`config.mk`:
```
export PLATFORM = sky130hd
export DESIGN_NAME = sec_rtc
export DESIGN_NICKNAME = d
export VERILOG_FILES = /design/src/rtl/sec_rtc_pkg.sv /design/src/rtl/sec_rtc_prescaler.sv /design/src/rtl/sec_rtc_core.sv /design/src/rtl/sec_rtc.sv
export SDC_FILE = /design/constraint.sdc
export NUM_CORES = 1
export LEC_CHECK = 0
export ABC_AREA = 1
export BUFFER_PORTS_ARGS = -buffer_cell sky130_fd_sc_hd__buf_2
export CAP_MARGIN = 20
export CORE_ASPECT_RATIO = 1.2
export CORE_UTILIZATION = 50
export CTS_CLUSTER_DIAMETER = 50
export DETAILED_ROUTE_END_ITERATION = 7
export PLACE_DENSITY = 0.69
export SYNTH_ARGS = -nofsm -noshare
export SYNTH_HDL_FRONTEND = slang
export SYNTH_SLANG_ARGS = --single-unit
export TNS_END_PERCENT = 30
```
`constraint.sdc`:
```
create_clock -name clk_i -period 3.7 [get_ports clk_i]
set_input_delay 0.185 -clock clk_i [delete_from_list [all_inputs] [get_ports clk_i]]
set_output_delay 0.185 -clock clk_i [all_outputs]
set_load 0.02 [all_outputs]
```
`src/rtl/sec_rtc_pkg.sv`:
```
package sec_rtc_pkg;

   // byte offsets of the register words
   localparam int unsigned OFF_COUNT = 'h00;
   localparam int unsigned OFF_MATCH = 'h04;
   localparam int unsigned OFF_LOAD  = 'h08;
   localparam int unsigned OFF_CTRL  = 'h0C;
   localparam int unsigned OFF_STAT  = 'h10;
   localparam int unsigned OFF_RAW   = 'h14;
   localparam int unsigned OFF_ACK   = 'h18;
   localparam int unsigned OFF_VER   = 'h1C;

   localparam int unsigned CTRL_W = 4;

   // member order fixes the bit positions: ie is bit 0, wrap is bit 3
   typedef struct packed {
      logic wrap;
      logic run;
      logic mask;
      logic ie;
   } ctrl_t;

endpackage

```
`src/rtl/sec_rtc_prescaler.sv`:
```
module sec_rtc_prescaler #(
   parameter int unsigned DIV = 50_000_000
) (
   input  logic clk_i,
   input  logic rst_ni,
   output logic tick_o
);

   if (DIV < 1) begin : g_bad_div
      $error("sec_rtc_prescaler: DIV must be at least 1");
   end

   if (DIV == 1) begin : g_pass
      assign tick_o = 1'b1;
   end else begin : g_div
      localparam int unsigned PW = $clog2(DIV);
      localparam logic [PW-1:0] LAST = PW'(DIV - 1);

      logic [PW-1:0] pre_q;

      always_ff @(posedge clk_i) begin
         if (!rst_ni)              pre_q <= '0;
         else if (pre_q == LAST)   pre_q <= '0;
         else                      pre_q <= pre_q + 1'b1;
      end

      assign tick_o = (pre_q == LAST);

      // no two ticks back to back when dividing
      a_r3_tick_spacing: assert property (@(posedge clk_i) disable iff (!rst_ni)
         tick_o |=> !tick_o);
   end

endmodule

```
`src/rtl/sec_rtc_core.sv`:
```
module sec_rtc_core #(
   parameter int unsigned DATA_W = 32
) (
   input  logic              clk_i,
   input  logic              rst_ni,
   input  logic              tick_i,
   input  logic              run_i,
   input  logic              wrap_i,
   input  logic [DATA_W-1:0] match_i,
   input  logic [DATA_W-1:0] stage_i,
   input  logic              stage_wr_i,
   input  logic              ack_i,
   output logic [DATA_W-1:0] count_o,
   output logic              raw_o
);

   logic [DATA_W-1:0] cnt_q;
   logic              pend_q;
   logic              raw_q;
   logic              step;
   logic              hit;
   logic              event_set;

   assign step      = tick_i && run_i;
   assign hit       = (cnt_q == match_i);
   assign event_set = step && hit;

   always_ff @(posedge clk_i) begin
      if (!rst_ni) begin
         cnt_q  <= '0;
         pend_q <= 1'b0;
         raw_q  <= 1'b0;
      end else begin
         if (step) begin
            if (pend_q)            cnt_q <= stage_i;
            else if (wrap_i && hit) cnt_q <= '0;
            else                   cnt_q <= cnt_q + 1'b1;
         end
         if (stage_wr_i)  pend_q <= 1'b1;
         else if (step)   pend_q <= 1'b0;
         if (event_set)   raw_q <= 1'b1;
         else if (ack_i)  raw_q <= 1'b0;
      end
   end

   assign count_o = cnt_q;
   assign raw_o   = raw_q;

   // the count moves only on an enabled tick
   a_r3_hold_between: assert property (@(posedge clk_i) disable iff (!rst_ni)
      !step |=> cnt_q == $past(cnt_q));

   // a plain enabled tick adds exactly one
   a_r3_step_by_one: assert property (@(posedge clk_i) disable iff (!rst_ni)
      (step && !pend_q && !(wrap_i && hit)) |=> cnt_q == $past(cnt_q) + 1'b1);

   // a pending staged value lands on the tick
   a_r4_stage_lands: assert property (@(posedge clk_i) disable iff (!rst_ni)
      (step && pend_q) |=> cnt_q == $past(stage_i));

   // raw status rises only after an enabled tick
   a_r5_raw_after_tick: assert property (@(posedge clk_i) disable iff (!rst_ni)
      $rose(raw_q) |-> $past(tick_i && run_i));

   // acknowledge clears unless a new match collides
   a_r7_ack_clears: assert property (@(posedge clk_i) disable iff (!rst_ni)
      (ack_i && !event_set) |=> !raw_q);

endmodule

```
`src/rtl/sec_rtc.sv`:
```
module sec_rtc #(
   parameter int unsigned      DATA_W  = 32,
   parameter int unsigned      ADDR_W  = 5,
   parameter int unsigned      DIV     = 50_000_000,
   parameter logic [DATA_W-1:0] VERSION = DATA_W'('h0001_0200)
) (
   input  logic              clk_i,
   input  logic              rst_ni,
   input  logic              wr_en_i,
   input  logic              rd_en_i,
   input  logic [ADDR_W-1:0] addr_i,
   input  logic [DATA_W-1:0] wdata_i,
   output logic [DATA_W-1:0] rdata_o,
   output logic              irq_o
);
   import sec_rtc_pkg::*;

   if (DATA_W < CTRL_W) begin : g_bad_data_w
      $error("sec_rtc: DATA_W too small for control word");
   end
   if (ADDR_W < 5) begin : g_bad_addr_w
      $error("sec_rtc: ADDR_W must reach offset 0x1C");
   end

   logic [DATA_W-1:0] match_q;
   logic [DATA_W-1:0] stage_q;
   ctrl_t             ctrl_q;
   logic              tick;
   logic              raw;
   logic              gated;
   logic [DATA_W-1:0] count;
   logic              wr_match, wr_stage, wr_ctrl, ack;

   assign wr_match = wr_en_i && (addr_i == ADDR_W'(OFF_MATCH));
   assign wr_stage = wr_en_i && (addr_i == ADDR_W'(OFF_LOAD));
   assign wr_ctrl  = wr_en_i && (addr_i == ADDR_W'(OFF_CTRL));
   assign ack      = rd_en_i && (addr_i == ADDR_W'(OFF_ACK));

   always_ff @(posedge clk_i) begin
      if (!rst_ni) begin
         match_q <= '0;
         stage_q <= '0;
         ctrl_q  <= '0;
      end else begin
         if (wr_match) match_q <= wdata_i;
         if (wr_stage) stage_q <= wdata_i;
         if (wr_ctrl)  ctrl_q  <= ctrl_t'(wdata_i[CTRL_W-1:0]);
      end
   end

   sec_rtc_prescaler #(.DIV(DIV)) u_pre (
      .clk_i  (clk_i),
      .rst_ni (rst_ni),
      .tick_o (tick)
   );

   sec_rtc_core #(.DATA_W(DATA_W)) u_core (
      .clk_i      (clk_i),
      .rst_ni     (rst_ni),
      .tick_i     (tick),
      .run_i      (ctrl_q.run),
      .wrap_i     (ctrl_q.wrap),
      .match_i    (match_q),
      .stage_i    (stage_q),
      .stage_wr_i (wr_stage),
      .ack_i      (ack),
      .count_o    (count),
      .raw_o      (raw)
   );

   assign gated = raw && ctrl_q.ie && !ctrl_q.mask;
   assign irq_o = gated;

   always_comb begin
      rdata_o = '0;
      case (addr_i)
         ADDR_W'(OFF_COUNT): rdata_o = count;
         ADDR_W'(OFF_MATCH): rdata_o = match_q;
         ADDR_W'(OFF_LOAD):  rdata_o = stage_q;
         ADDR_W'(OFF_CTRL):  rdata_o = DATA_W'(ctrl_q);
         ADDR_W'(OFF_STAT):  rdata_o = DATA_W'(gated);
         ADDR_W'(OFF_RAW):   rdata_o = DATA_W'(raw);
         ADDR_W'(OFF_VER):   rdata_o = VERSION;
         default:            rdata_o = '0;
      endcase
   end

   // no interrupt while the mask bit is set
   a_r6_mask_blocks: assert property (@(posedge clk_i) disable iff (!rst_ni)
      ctrl_q.mask |-> !irq_o);

   // the control word never holds bits above bit 3
   a_r9_ctrl_width: assert property (@(posedge clk_i) disable iff (!rst_ni)
      wr_ctrl |=> ctrl_q == ctrl_t'($past(wdata_i[CTRL_W-1:0])));

endmodule

```
Yosys cells after proc, flatten, opt, wreduce, memory -nomap -nowiden
Cells that the tools add are included.
{"block": "op_classes", "add_sub_neg": 2, "eq_ne": 9, "n_mux": 7, "bitwise": 1, "reduce_logical": 14}
{"cell": "32-bit one-hot mux with 7 select lines", "count": 1}
{"cell": "32-bit 2-to-1 mux", "count": 2}
{"cell": "32-bit by 1-bit adder with 32-bit output (second input constant)", "count": 1}
{"cell": "32-bit == test", "count": 1}
{"cell": "26-bit by 1-bit adder with 26-bit output (second input constant)", "count": 1}
{"cell": "26-bit == test (second input constant)", "count": 1}
{"cell": "5-bit == test (second input constant)", "count": 4}
{"cell": "5-bit by 4-bit == test with 1-bit output (second input constant)", "count": 2}
{"cell": "1-bit logical AND", "count": 9}
{"cell": "5-bit by 3-bit == test with 1-bit output (second input constant)", "count": 1}
{"cell": "5-bit logical NOT", "count": 1}
{"cell": "1-bit 2-to-1 mux", "count": 4}
{"cell": "2-bit nonzero test", "count": 2}
{"cell": "2-bit OR reduction", "count": 1}
{"cell": "1-bit logical NOT", "count": 1}
{"cell": "1-bit NOT", "count": 1}
{"block": "totals", "ff_bits": 128, "in_bits": 41, "out_inout_bits": 33, "elab_cells": 43}

Longest topological paths before layout
Gate-level depths: netlist of the first run.
{"block": "depth", "depth_word": 4, "depth_mapped": 13, "ltp_nobuf": 11}

Hierarchy
A second synthesis of the first run with hierarchy kept.
{"block": "unflattened", "cells_unflattened": 1255, "area_unflattened_um2": 7776.2}
{"mod": "sec_rtc", "n_inst": 1, "cells_per_inst": 587, "area_each_um2": 3530.9, "seq_area_each_um2": 1361.3}
{"mod": "sec_rtc_core", "n_inst": 1, "cells_per_inst": 456, "area_each_um2": 2849.0, "seq_area_each_um2": 680.7}
{"mod": "sec_rtc_prescaler", "n_inst": 1, "cells_per_inst": 212, "area_each_um2": 1396.3, "seq_area_each_um2": 520.5}

Worst setup path before layout of the first run
No wires, ideal clock.
{"block": "synth_path", "path_type": "input-to-output", "startpoint": "input port addr_i[1]", "endpoint": "output port rdata_o[16]", "arrival_time_ns": 1.564, "required_ns": 3.515, "path_slack_ns": 1.951, "stages": 6, "path_buffers": 1, "path_cell_list": "nor2_1 > nand2_1 > nor2_2 > clkinv_1 > buf_2 > o21ai_0"}
{"block": "synth_via", "elab_chain_len": 2, "word_cells_on_any_way": 8, "classes_between": "eq/ne: 6; mux: 1; reduce/logical: 1"}
{"element": "start, declared", "line": "sec_rtc.sv:11", "source": "input logic [ADDR_W-1:0] addr_i,"}
{"element": "5-bit == test (tied with other cells)", "line": "sec_rtc.sv:76", "source": "case (addr_i)"}
{"element": "32-bit one-hot mux with 7 select lines *", "line": "sec_rtc.sv:76"}
{"element": "end, declared", "line": "sec_rtc.sv:13", "source": "output logic [DATA_W-1:0] rdata_o,"}
Every way passes the cells marked *; elsewhere a longest branch is shown, timed or not.

Worst setup path after layout of the first run
{"block": "layout_path", "startpoint": "input port addr_i[1]", "endpoint": "output port rdata_o[19]"}
The elaborated chain is that of the path after synthesis.

==> flow_metrics.env, run 1 <==
export IMPL_place_hpwl_mm=14.62
export IMPL_fin_crit_ps=2343
export IMPL_die_w_um=112.1
export IMPL_root_buffer="clkbuf_16"
export IMPL_cts_tree="yes"
export IMPL_wl_met1_mm=8.671
export IMPL_antenna_left=0
export IMPL_met3_wirelength_mm=1.112
export IMPL_synth_distinct_cells=41
export IMPL_grt_pass1_vias=6863
export IMPL_synthToLayoutAreaGrowth_pct=14.94
export IMPL_yosys_top_cells_area="dfxtp_1 35%, nand2_1 12%, a21oi_1 8.5%, inv_1 7.6%, o21ai_0 6.6%"
export IMPL_seq_power_share=0.403
export IMPL_worst_slew_pin_slew_ps=1019
export IMPL_status="finished with violations"
export IMPL_top_layer_used="met4"
export IMPL_drt_pass1_iterations=7
export IMPL_drive_gt1_frac=0.1462
export IMPL_synth_area_leader_cell="dfxtp_1"
export IMPL_insertedDiodeCount=0
export IMPL_p_int_mw=2.731
export IMPL_grt_usage=0.2917
export IMPL_arrival_ps=2160
export IMPL_yosysMostFrequentCell="nand2_1"
export IMPL_cts_resized=0
export IMPL_drc=2
export IMPL_pwr_share_comb=0.036
export IMPL_io_buffer_count=73
export IMPL_fin_setup_tns_ps=0
export IMPL_grt_start_max_net_pins=93
export IMPL_grt_antenna_before_repair=0
export IMPL_vias_per_cell=5.510
export IMPL_cp_required_ps=3510
export IMPL_post_cts_buffers=0
export IMPL_crit_fanout=21
export IMPL_vias=7273
export IMPL_total_power_mw=3.474
export IMPL_clock_power_share=0.561
export IMPL_dieArea_sq_um=15040
export IMPL_relSlewSlack=0.3185
export IMPL_drt_iter0_markers=496
export IMPL_clk_insertion_delay_late_ps=430
export IMPL_rsz0062_at_grt="no"
export IMPL_start_util=0.5199
export IMPL_ys_async_sr_fraction=0
export IMPL_holdCritPathClass="input pin to flop"
export IMPL_max_clock_path_buffers=2
export IMPL_gr_total_overflow=0
export IMPL_ys_flop_type="dfxtp_1"
export IMPL_cts_inserted_buffers=17
export IMPL_synth_warnings=0
export IMPL_max_cap_violations=0
export IMPL_io_pins=74
export IMPL_place_gp_congestion=0.9155
export IMPL_finalCritPeriodShare=0.6332
export IMPL_swShare=0.2139
export IMPL_startpoint_type="input pin"
export IMPL_setup_violations_final=0
export IMPL_end_kind="output port"
export IMPL_ys_ff_latch=128
export IMPL_instances_no_fill=1320
export IMPL_hold_violations=0
export IMPL_h_tree_depth=4
export IMPL_wl_mm=21.16
export IMPL_avgSynthCellArea_sq_um=6.664
export IMPL_max_freq_ghz=0.4268
export IMPL_synth_cells=1092
export IMPL_powerDensity_nw_per_um2=415.3
export IMPL_wl_per_cell_um=16.03
export IMPL_synth_commonest_cells="233 x nand2_1, 147 x inv_1, 128 x dfxtp_1"
export IMPL_nets=1179
export IMPL_yosysTopAreaCellShare=0.3521
export IMPL_grt_pass1_wl_mm=34.11
export IMPL_die_y_um=134.2
export IMPL_slew_viol_final=0
export IMPL_n_fill_cell=1383
export IMPL_ir_worst_vdd_uv=276.9
export IMPL_path_class="input pin to output port"
export IMPL_seq_area_frac_synth=0.3521
export IMPL_coreArea_sq_um=14000
export IMPL_p_sw_mw=0.7431
export IMPL_dp_cells=1287
export IMPL_synth_edf_count=0
export IMPL_clkTransAtPathRegs_ps=60
export IMPL_met2_length_mm=10.66
export IMPL_core_rowCount=47
export IMPL_cts_sinks=128
export IMPL_violations="DRC"
export IMPL_cts_hold_buf=0
export IMPL_power_leakage_nw=3.289
export IMPL_clock_skew_final_ps=10.09
export IMPL_hold_ws_ps=31.81
export IMPL_syn_area_sq_um=7277
export IMPL_synth_nets=1135
power by group through the flow:
| stage | combinational (mW) | clock [mW] | sequential, mW |
|---|---|---|---|
| final | 0.126 | 1.95 | 1.40 |
| after global placement | 0.123 | 0 | 1.43 |
| after global routing | 0.142 | 2.03 | 1.40 |
| after CTS | 0.125 | 1.96 | 1.40 |
| after detailed placement | 0.125 | 0 | 1.43 |
| after floorplan | 0.0723 | 0 | 1.43 |
cells in the final DEF, fill, tap and decap left out, drive strengths merged, types with 19 or more instances in the layout:
cell type	n
inv	149
buf	83
nand4	19
o221ai	25
dfxtp	128
nand2	235
a21oi	152
nand3	75
o21ai	104
clkbuf	19
nor2	79
final timing paths:
path	start	end	slack [ps]	cells after the start
worst max-delay path	addr_i[1]	rdata_o[19]	1360	10
worst min-delay path	wdata_i[30]	match_q[30]	30	3
worst max register to register	u_core.count_o[7]	u_core.count_o[12]	1470	11
worst min register to register	u_pre.g_div.pre_q[0]	u_pre.g_div.pre_q[0]	460	1
per-stage QoR:
step	cell area (sq um)	utilization	worst slack (ps)
after global routing	8364	0.5976	1212
after CTS	8337	0.5957	1378
after floorplan	7277	-	1951
after detailed placement	7650	0.5466	1375
after global placement	7650	0.5466	1421
final	8364	0.5976	1357
flip-flops by register name, indices dropped and copies added, names as in the netlist:
name / flops
match_q: 32
stage_q: 32
u_core.count_o: 32
u_pre.g_div.pre_q: 26
ctrl_q: 4
u_core.pend_q: 1
u_core.raw_o: 1
logic make-up (layout without fill, tap and decap cells):
kind of cell               count (synthesis)  in the layout  share of synthesized area
buffers and inverters                    208            265                     0.1166
AOI/OAI and AO/OA                        290            290                     0.2304
adders and majority gates                  2              2                   0.003438
xor gates and xnor gates                  29             29                    0.03490
DFF                                      128            128                     0.3521
and+or+nand+nor                          435            435                     0.2626
worst max-delay path, cell delays in order:
cell and delay (ps):
buf_2 100, nor2_1 240, nand2_1 80, inv_1 140, nand2_1 60, nor2_1 100
buf_4 320, inv_1 330, o221ai_1 360, buf_2 230
area by class of cell:
class / instances / area (sq um) / share of cell area
timing repair buffer: 83 / 460.4 / 0.05505
sequential: 128 / 2564 / 0.3065
clock inverter: 13 / 234.0 / 0.02797
inverter: 150 / 565.5 / 0.06761
clock buffer: 19 / 452.9 / 0.05415
tap: 171 / 214.0 / 0.02558
multi-input combinational: 756 / 3874 / 0.4631
per-layer routing:
metal / track usage / up-vias
met2: 0.5245 / 214
li1: - / 3695
met4: 0.1356 / 0
met3: 0.05513 / 50
met5: 0 / -
met1: 0.3334 / 3314
Power figures use the tool's default switching activity.
==> inputs of run 2 (changes only) <==
- ABC_AREA: 1 -> 0
- PLACE_DENSITY: 0.69 -> 0.7
- clock period: 3.7 -> 2.35 ns (I/O delays scaled with it)
==> run 2 against run 1 <==
Against the previous run:
- the flow still finishes with violations (DRC)
- total power rose by 44%
- register-to-register slack got worse by 1300 ps
- die area fell by 10%
- clock power rose by 33%
- worst hold slack improved by 11 ps
- synthesized cell count fell by 23%
- first-iteration DRC count rose by 60%
- utilization rose by 4.2 points
- clock skew barely moved
- final area fell by 3.2%
- via count fell by 4.4%
- combinational power rose by 72%
- largest cell class unchanged
==> flow_metrics.env, run 2 <==
export IMPL_clk_insertion_delay_late_ps=430
export IMPL_wl_mm=21.38
export IMPL_drive_gt1_frac=0.1755
export IMPL_cts_sinks=128
export IMPL_post_dp_cell_area_sq_um=7186
export IMPL_place_hpwl_mm=14.57
export IMPL_cts_inserted_buffers=17
export IMPL_yosysMostFrequentCell="nand2_1"
export IMPL_min_to="ctrl_q[1]"
export IMPL_seq_power_share=0.440
export IMPL_clock_skew_final_ps=9.917
export IMPL_io_pins=74
export IMPL_synth_warnings=0
export IMPL_ir_worst_vdd_uv=477.9
export IMPL_drt_iter0_markers=796
export IMPL_startpoint_type="flop"
export IMPL_die_y_um=127.1
export IMPL_gr_total_overflow=0
export IMPL_ys_async_sr_fraction=0
export IMPL_syn_area_sq_um=6520
export IMPL_grt_pass1_vias=6447
export IMPL_crit_fanout=6
export IMPL_ff2ff_path_depth=8
export IMPL_final_area_sq_um=8099
export IMPL_mostFrequentLayoutCell="nand2_1"
export IMPL_arrival_ps=2490
export IMPL_grt_start_max_net_pins=47
export IMPL_die_w_um=106.2
export IMPL_slowest_stage="dfxtp_1"
export IMPL_coreArea_sq_um=12670
export IMPL_r2r_end="u_core.count_o[28]"
export IMPL_crit_chain="ha_1, nand4_1, nor4_1, buf_4, nor3b_2, inv_1, o31ai_1, o211ai_1"
export IMPL_total_power_mw=5.000
export IMPL_synth_edf_count=0
export IMPL_worst_slew_pin_slew_ps=678.8
export IMPL_grt_pass1_wl_mm=33.93
export IMPL_swShare=0.2281
export IMPL_nets=993
export IMPL_io_buffer_count=73
export IMPL_status="finished with violations"
export IMPL_core_rowCount=45
export IMPL_cp_required_ps=2650
export IMPL_drt_pass1_iterations=8
export IMPL_start_util=0.5147
export IMPL_p_int_mw=3.859
export IMPL_max_clock_path_buffers=2
export IMPL_pwr_share_comb=0.043
export IMPL_p_sw_mw=1.141
export IMPL_cts_tree="yes"
export IMPL_drc=5
export IMPL_dieArea_sq_um=13500
export IMPL_holdPathStages=3
export IMPL_powerDensity_nw_per_um2=617.4
export IMPL_end_kind="flop"
export IMPL_instances_no_fill=1127
export IMPL_max_stage_delay_ps=450
export IMPL_vias_per_cell=6.171
export IMPL_max_freq_ghz=0.4583
export IMPL_relSlewSlack=0.5458
export IMPL_synth_distinct_cells=59
export IMPL_synth_area_leader_cell="dfxtp_1"
export IMPL_fin_crit_ps=2182
export IMPL_ys_flop_type="dfxtp_1"
export IMPL_final_cell_mix="183 x nand2_1, 128 x dfxtp_1, 84 x a21oi_1, 73 x buf_2, 44 x xnor2_1"
export IMPL_yosysTopAreaCellShare=0.3930
export IMPL_synth_commonest_cells="183 x nand2_1, 128 x dfxtp_1, 84 x a21oi_1"
export IMPL_vias=6955
export IMPL_dp_cells=1063
export IMPL_grt_usage=0.3225
export IMPL_root_buffer="clkbuf_16"
export IMPL_setup_violations_final=0
export IMPL_path_class="flop to flop"
export IMPL_timing_final_ws_setup_ps=167.8
export IMPL_hold_violations=0
export IMPL_rrSetupSlack_ps=170
export IMPL_avgSynthCellArea_sq_um=7.707
export IMPL_slew_viol_final=0
export IMPL_synthToLayoutAreaGrowth_pct=24.22
export IMPL_place_gp_congestion=0.9753
export IMPL_seq_area_frac_synth=0.3930
export IMPL_synth_cells=846
export IMPL_reg2reg_from="u_core.count_o[1]"
export IMPL_finalCritPeriodShare=0.9286
export IMPL_ys_ff_latch=128
export IMPL_synth_nets=889
export IMPL_clkTransAtPathRegs_ps=60
export IMPL_place_ws_ps=130.6
export IMPL_yosys_top_cells_area="dfxtp_1 39%, nand2_1 11%, a21oi_1 6.4%, xnor2_1 5.9%, a222oi_1 4.0%"
export IMPL_h_tree_depth=4
export IMPL_max_cap_violations=0
export IMPL_power_leakage_nw=2.990
export IMPL_violations="DRC"
export IMPL_antenna_left=0
export IMPL_holdCritPathClass="input pin to flop"
export IMPL_wl_per_cell_um=18.97
export IMPL_hp_start="wr_en_i"
export IMPL_grt_antenna_before_repair=0
export IMPL_clock_power_share=0.517
export IMPL_fin_setup_tns_ps=0
export IMPL_insertedDiodeCount=0
==> run 2: cell types whose count changed after synthesis, moves of 25 or more <==
cell	change
nand2_1	-50
a21oi_2	-29
nor2_1	-28
o21ai_0	-66
o221ai_1	-25
nand3_1	-47
xnor2_1	+33
inv_1	-111
a21oi_1	-39
a222oi_1	+26
==> run 2: through the flow <==
stage,hold WS [ps],utilization
6_report,42.55,0.6393
3_3_place_gp,367.2,0.5672
5_1_grt,62.52,0.6393
4_1_cts,32.86,0.6384
3_5_place_dp,375.6,0.5672
2_1_floorplan,253.5,-
==> run 2: worst max-delay path: cells and delay by family (launching register included) <==
family / cells / cell delay [ps]
flip-flops: 1 / 450
AND/OR/NAND/NOR: 3 / 720
adder cells (fa/ha/maj): 1 / 240
AO/OA/AOI/OAI: 2 / 370
buffers and inverters: 2 / 290
==> run 2: metal layers <==
metal	vias to the layer above	part of all wire	wire length [um]	track usage
met5	-	0	0	0
met4	0	0.040	858	0.1585
met3	82	0.075	1613	0.05816
met2	354	0.49	10390	0.5359
met1	3303	0.40	8517	0.4008
li1	3216	-	-	-
==> run 2: layout make-up <==
| type | instances | area, sq um |
|---|---|---|
| Fill cell | 1073 | 4569 |
| Inverter | 36 | 135.1 |
| Multi-Input combinational cell | 618 | 3573 |
| Timing Repair Buffer | 149 | 1041 |
| Clock inverter | 14 | 142.6 |
| Clock buffer | 18 | 439.2 |
| Sequential cell | 128 | 2562 |
| Tap cell | 164 | 205.2 |
==> run 2: cells by family (layout without fill, tap and decap cells) <==
logic type	after synthesis	after routing	synth area share
buf+inv	100	217	0.06352
flops	128	128	0.3930
fa+ha+maj	2	2	0.003837
xor+xnor	53	53	0.07120
compound gates	212	212	0.2109
simple gates	351	351	0.2575
==> run 2: worst max path at each step <==
| stage | from | endpoint | slack [ps] |
|---|---|---|---|
| after floorplan | u_core.count_o[14] | u_core.count_o[31] | 360 |
| after global placement | u_pre.g_div.pre_q[0] | u_pre.g_div.pre_q[22] | 210 |
| after detailed placement | u_pre.g_div.pre_q[0] | u_pre.g_div.pre_q[24] | 130 |
| after CTS | u_pre.g_div.pre_q[0] | u_pre.g_div.pre_q[24] | 110 |
| after global routing | u_pre.g_div.pre_q[0] | u_pre.g_div.pre_q[24] | -20 |
| final | u_core.count_o[1] | u_core.count_o[28] | 170 |
==> run 2: power by group through the flow <==
| stage | combinational (mW) | clock [mW] | sequential [mW] |
|---|---|---|---|
| floorplan | 0.0828 | 0 | 2.24 |
| global placement | 0.166 | 0 | 2.24 |
| detailed placement | 0.170 | 0 | 2.24 |
| CTS | 0.212 | 2.61 | 2.20 |
| global route | 0.232 | 2.71 | 2.20 |
| finish | 0.217 | 2.59 | 2.20 |
==> run 2: what timing repair did <==
| action | 4_1_cts | 5_1_grt |
|---|---|---|
| hold buffers | 32 | 0 |
| hold endpoints to repair | 68 | 0 |
| gates resized for setup | 0 | 3 |
| endpoints found under the setup margin | 0 | 6 |
| buffers inserted | 0 | 0 |
==> inputs of run 3 (changes only) <==
- CORE_MARGIN: not set -> 2
- CORE_UTILIZATION: 50 -> 55
- PLACE_DENSITY: 0.7 -> 0.76
==> run 3 against run 2 <==
Against the previous run:
- the flow now finishes without violations
- clock power about the same
- register-to-register slack worse by 120 ps
- highest routed layer unchanged
- sequential share of layout area fell by 0.084 points
- combinational power grew 3%
- routed wire length fell by 2.6%
- die area is 5.6% lower
- utilization is 6.4 points higher
==> flow_metrics.env, run 3 (synthesis gave the netlist of run 2 again) <==
export IMPL_cts_sinks=128
export IMPL_pwr_share_comb=0.044
export IMPL_reg2reg_from="match_q[11]"
export IMPL_power_leakage_nw=2.981
export IMPL_max_freq_ghz=0.4351
export IMPL_max_cap_violations=0
export IMPL_max_stage_delay_ps=380
export IMPL_place_hpwl_mm=14.21
export IMPL_die_y_um=123.3
export IMPL_arrival_ps=2590
export IMPL_drc=0
export IMPL_cp_num_buf_inv=3
export IMPL_crit_fanout=29
export IMPL_hold_ws_ps=58.01
export IMPL_coreArea_sq_um=11570
export IMPL_worst_slew_pin_slew_ps=582.6
export IMPL_synthToLayoutAreaGrowth_pct=24.79
export IMPL_post_dp_cell_area_sq_um=7179
export IMPL_critPathTopFamily="simple AND/OR/NAND/NOR gates"
export IMPL_swShare=0.2292
export IMPL_rrSetupSlack_ps=50
export IMPL_final_cell_mix="183 x nand2_1, 124 x dfxtp_1, 84 x a21oi_1, 73 x buf_2, 44 x xnor2_1"
export IMPL_place_ws_ps=77.01
export IMPL_total_power_mw=5.004
export IMPL_n_fill_cell=944
export IMPL_clkTransAtPathRegs_ps=60
export IMPL_ir_worst_vdd_uv=489.8
export IMPL_timing_final_ws_setup_ps=51.53
export IMPL_crit_chain="xnor2_1, buf_4, nand4_1, nor4_2, buf_4, a31oi_2, buf_6, a221oi_1, a211oi_1"
export IMPL_status="finished clean"
export IMPL_ff2ff_path_depth=9
export IMPL_hp_start="rd_en_i"
export IMPL_cp_required_ps=2640
export IMPL_place_gp_congestion=0.9217
export IMPL_min_to="u_core.raw_o"
export IMPL_finalCritPeriodShare=0.9781
export IMPL_clock_power_share=0.516
export IMPL_cp_common_cell="buf_4"
export IMPL_h_tree_depth=4
export IMPL_gr_total_overflow=0
export IMPL_grt_pass1_wl_mm=33.03
export IMPL_dieArea_sq_um=12740
export IMPL_grt_start_max_net_pins=53
export IMPL_p_sw_mw=1.147
export IMPL_hold_violations=0
export IMPL_grt_pass1_vias=6578
export IMPL_cts_tree="yes"
export IMPL_relSlewSlack=0.6102
export IMPL_insertedDiodeCount=0
export IMPL_die_w_um=103.4
export IMPL_fin_crit_ps=2298
export IMPL_drive_gt1_frac=0.1811
export IMPL_wl_mm=20.83
export IMPL_rsz0062_at_grt="yes"
export IMPL_path_class="flop to flop"
export IMPL_wl_per_cell_um=18.63
export IMPL_max_clock_path_buffers=2
export IMPL_slowest_stage="nor4_2"
export IMPL_antenna_left=0
export IMPL_root_buffer="clkbuf_16"
export IMPL_grt_usage=0.3396
export IMPL_cts_inserted_buffers=17
export IMPL_seq_power_share=0.439
export IMPL_io_pins=74
export IMPL_mostFrequentLayoutCell="nand2_1"
export IMPL_drt_pass1_iterations=8
export IMPL_grt_antenna_before_repair=0
export IMPL_core_rowCount=43
export IMPL_start_util=0.5637
export IMPL_vias_per_cell=6.174
export IMPL_powerDensity_nw_per_um2=615.0
export IMPL_final_area_sq_um=8137
export IMPL_holdCritPathClass="input pin to flop"
export IMPL_clock_skew_final_ps=4.907
export IMPL_holdPathStages=4
export IMPL_nets=991
export IMPL_io_buffer_count=73
export IMPL_drt_iter0_markers=666
export IMPL_slew_viol_final=0
export IMPL_setup_violations_final=0
export IMPL_r2r_end="u_core.count_o[0]"
export IMPL_p_int_mw=3.857
export IMPL_end_kind="flop"
export IMPL_vias=6903
export IMPL_startpoint_type="flop"
export IMPL_clk_insertion_delay_late_ps=430
run 3: metrics by stage:
stage	instances	setup TNS, ps	utilization
4_1_cts	1117	0	0.6986
5_1_grt	1118	-50.28	0.7034
3_3_place_gp	1053	0	0.6207
2_1_floorplan	846	0	-
3_5_place_dp	1053	0	0.6207
6_report	1118	0	0.7034
run 3: worst min-delay path, stage by stage:
cell     delay [ps]
buf_2           100
nand2_1          60
o31ai_1          60
a21oi_1         110
run 3: layout make-up:
| cell class | count | area [sq um] | share of cell area |
|---|---|---|---|
| Tap cell | 157 | 196.4 | 0.02414 |
| Multi-Input combinational cell | 618 | 3601 | 0.4426 |
| Clock buffer | 18 | 439.2 | 0.05398 |
| Clock inverter | 14 | 142.6 | 0.01753 |
| Sequential cell | 128 | 2567 | 0.3155 |
| Timing Repair Buffer | 147 | 1055 | 0.1296 |
| Inverter | 36 | 135.1 | 0.01661 |
run 3: worst max path at each step:
stage | start | endpoint | slack [ps] | depth (start not counted)
floorplan | u_core.count_o[14] | u_core.count_o[31] | 360 | 8
global placement | u_core.count_o[0] | u_core.count_o[28] | 100 | 8
detailed placement | u_core.count_o[0] | u_core.count_o[28] | 80 | 8
CTS | u_core.count_o[0] | u_core.count_o[28] | 60 | 8
global route | match_q[11] | u_core.count_o[0] | -20 | 9
finish | match_q[11] | u_core.count_o[0] | 50 | 9
run 3: routing by layer:
metal / global-route usage / up-vias / share of wire
li1: - / 3213 / -
met4: 0.1760 / 0 / 0.040
met5: 0 / - / 0
met1: 0.4156 / 3285 / 0.40
met3: 0.07971 / 65 / 0.071
met2: 0.5516 / 340 / 0.49
run 3: power by group through the flow:
stage	clock network [mW]	registers, mW	logic [mW]
floorplan	0	2.24	0.0828
global placement	0	2.24	0.169
detailed placement	0	2.24	0.175
CTS	2.60	2.20	0.217
global route	2.70	2.20	0.239
finish	2.58	2.20	0.223
run 3: repair_timing:
item	in CTS	in global routing
endpoints found under the setup margin	0	22
buffers inserted	0	1
hold buffers	32	0
endpoints found under the hold margin	68	0
gates resized for setup	0	12
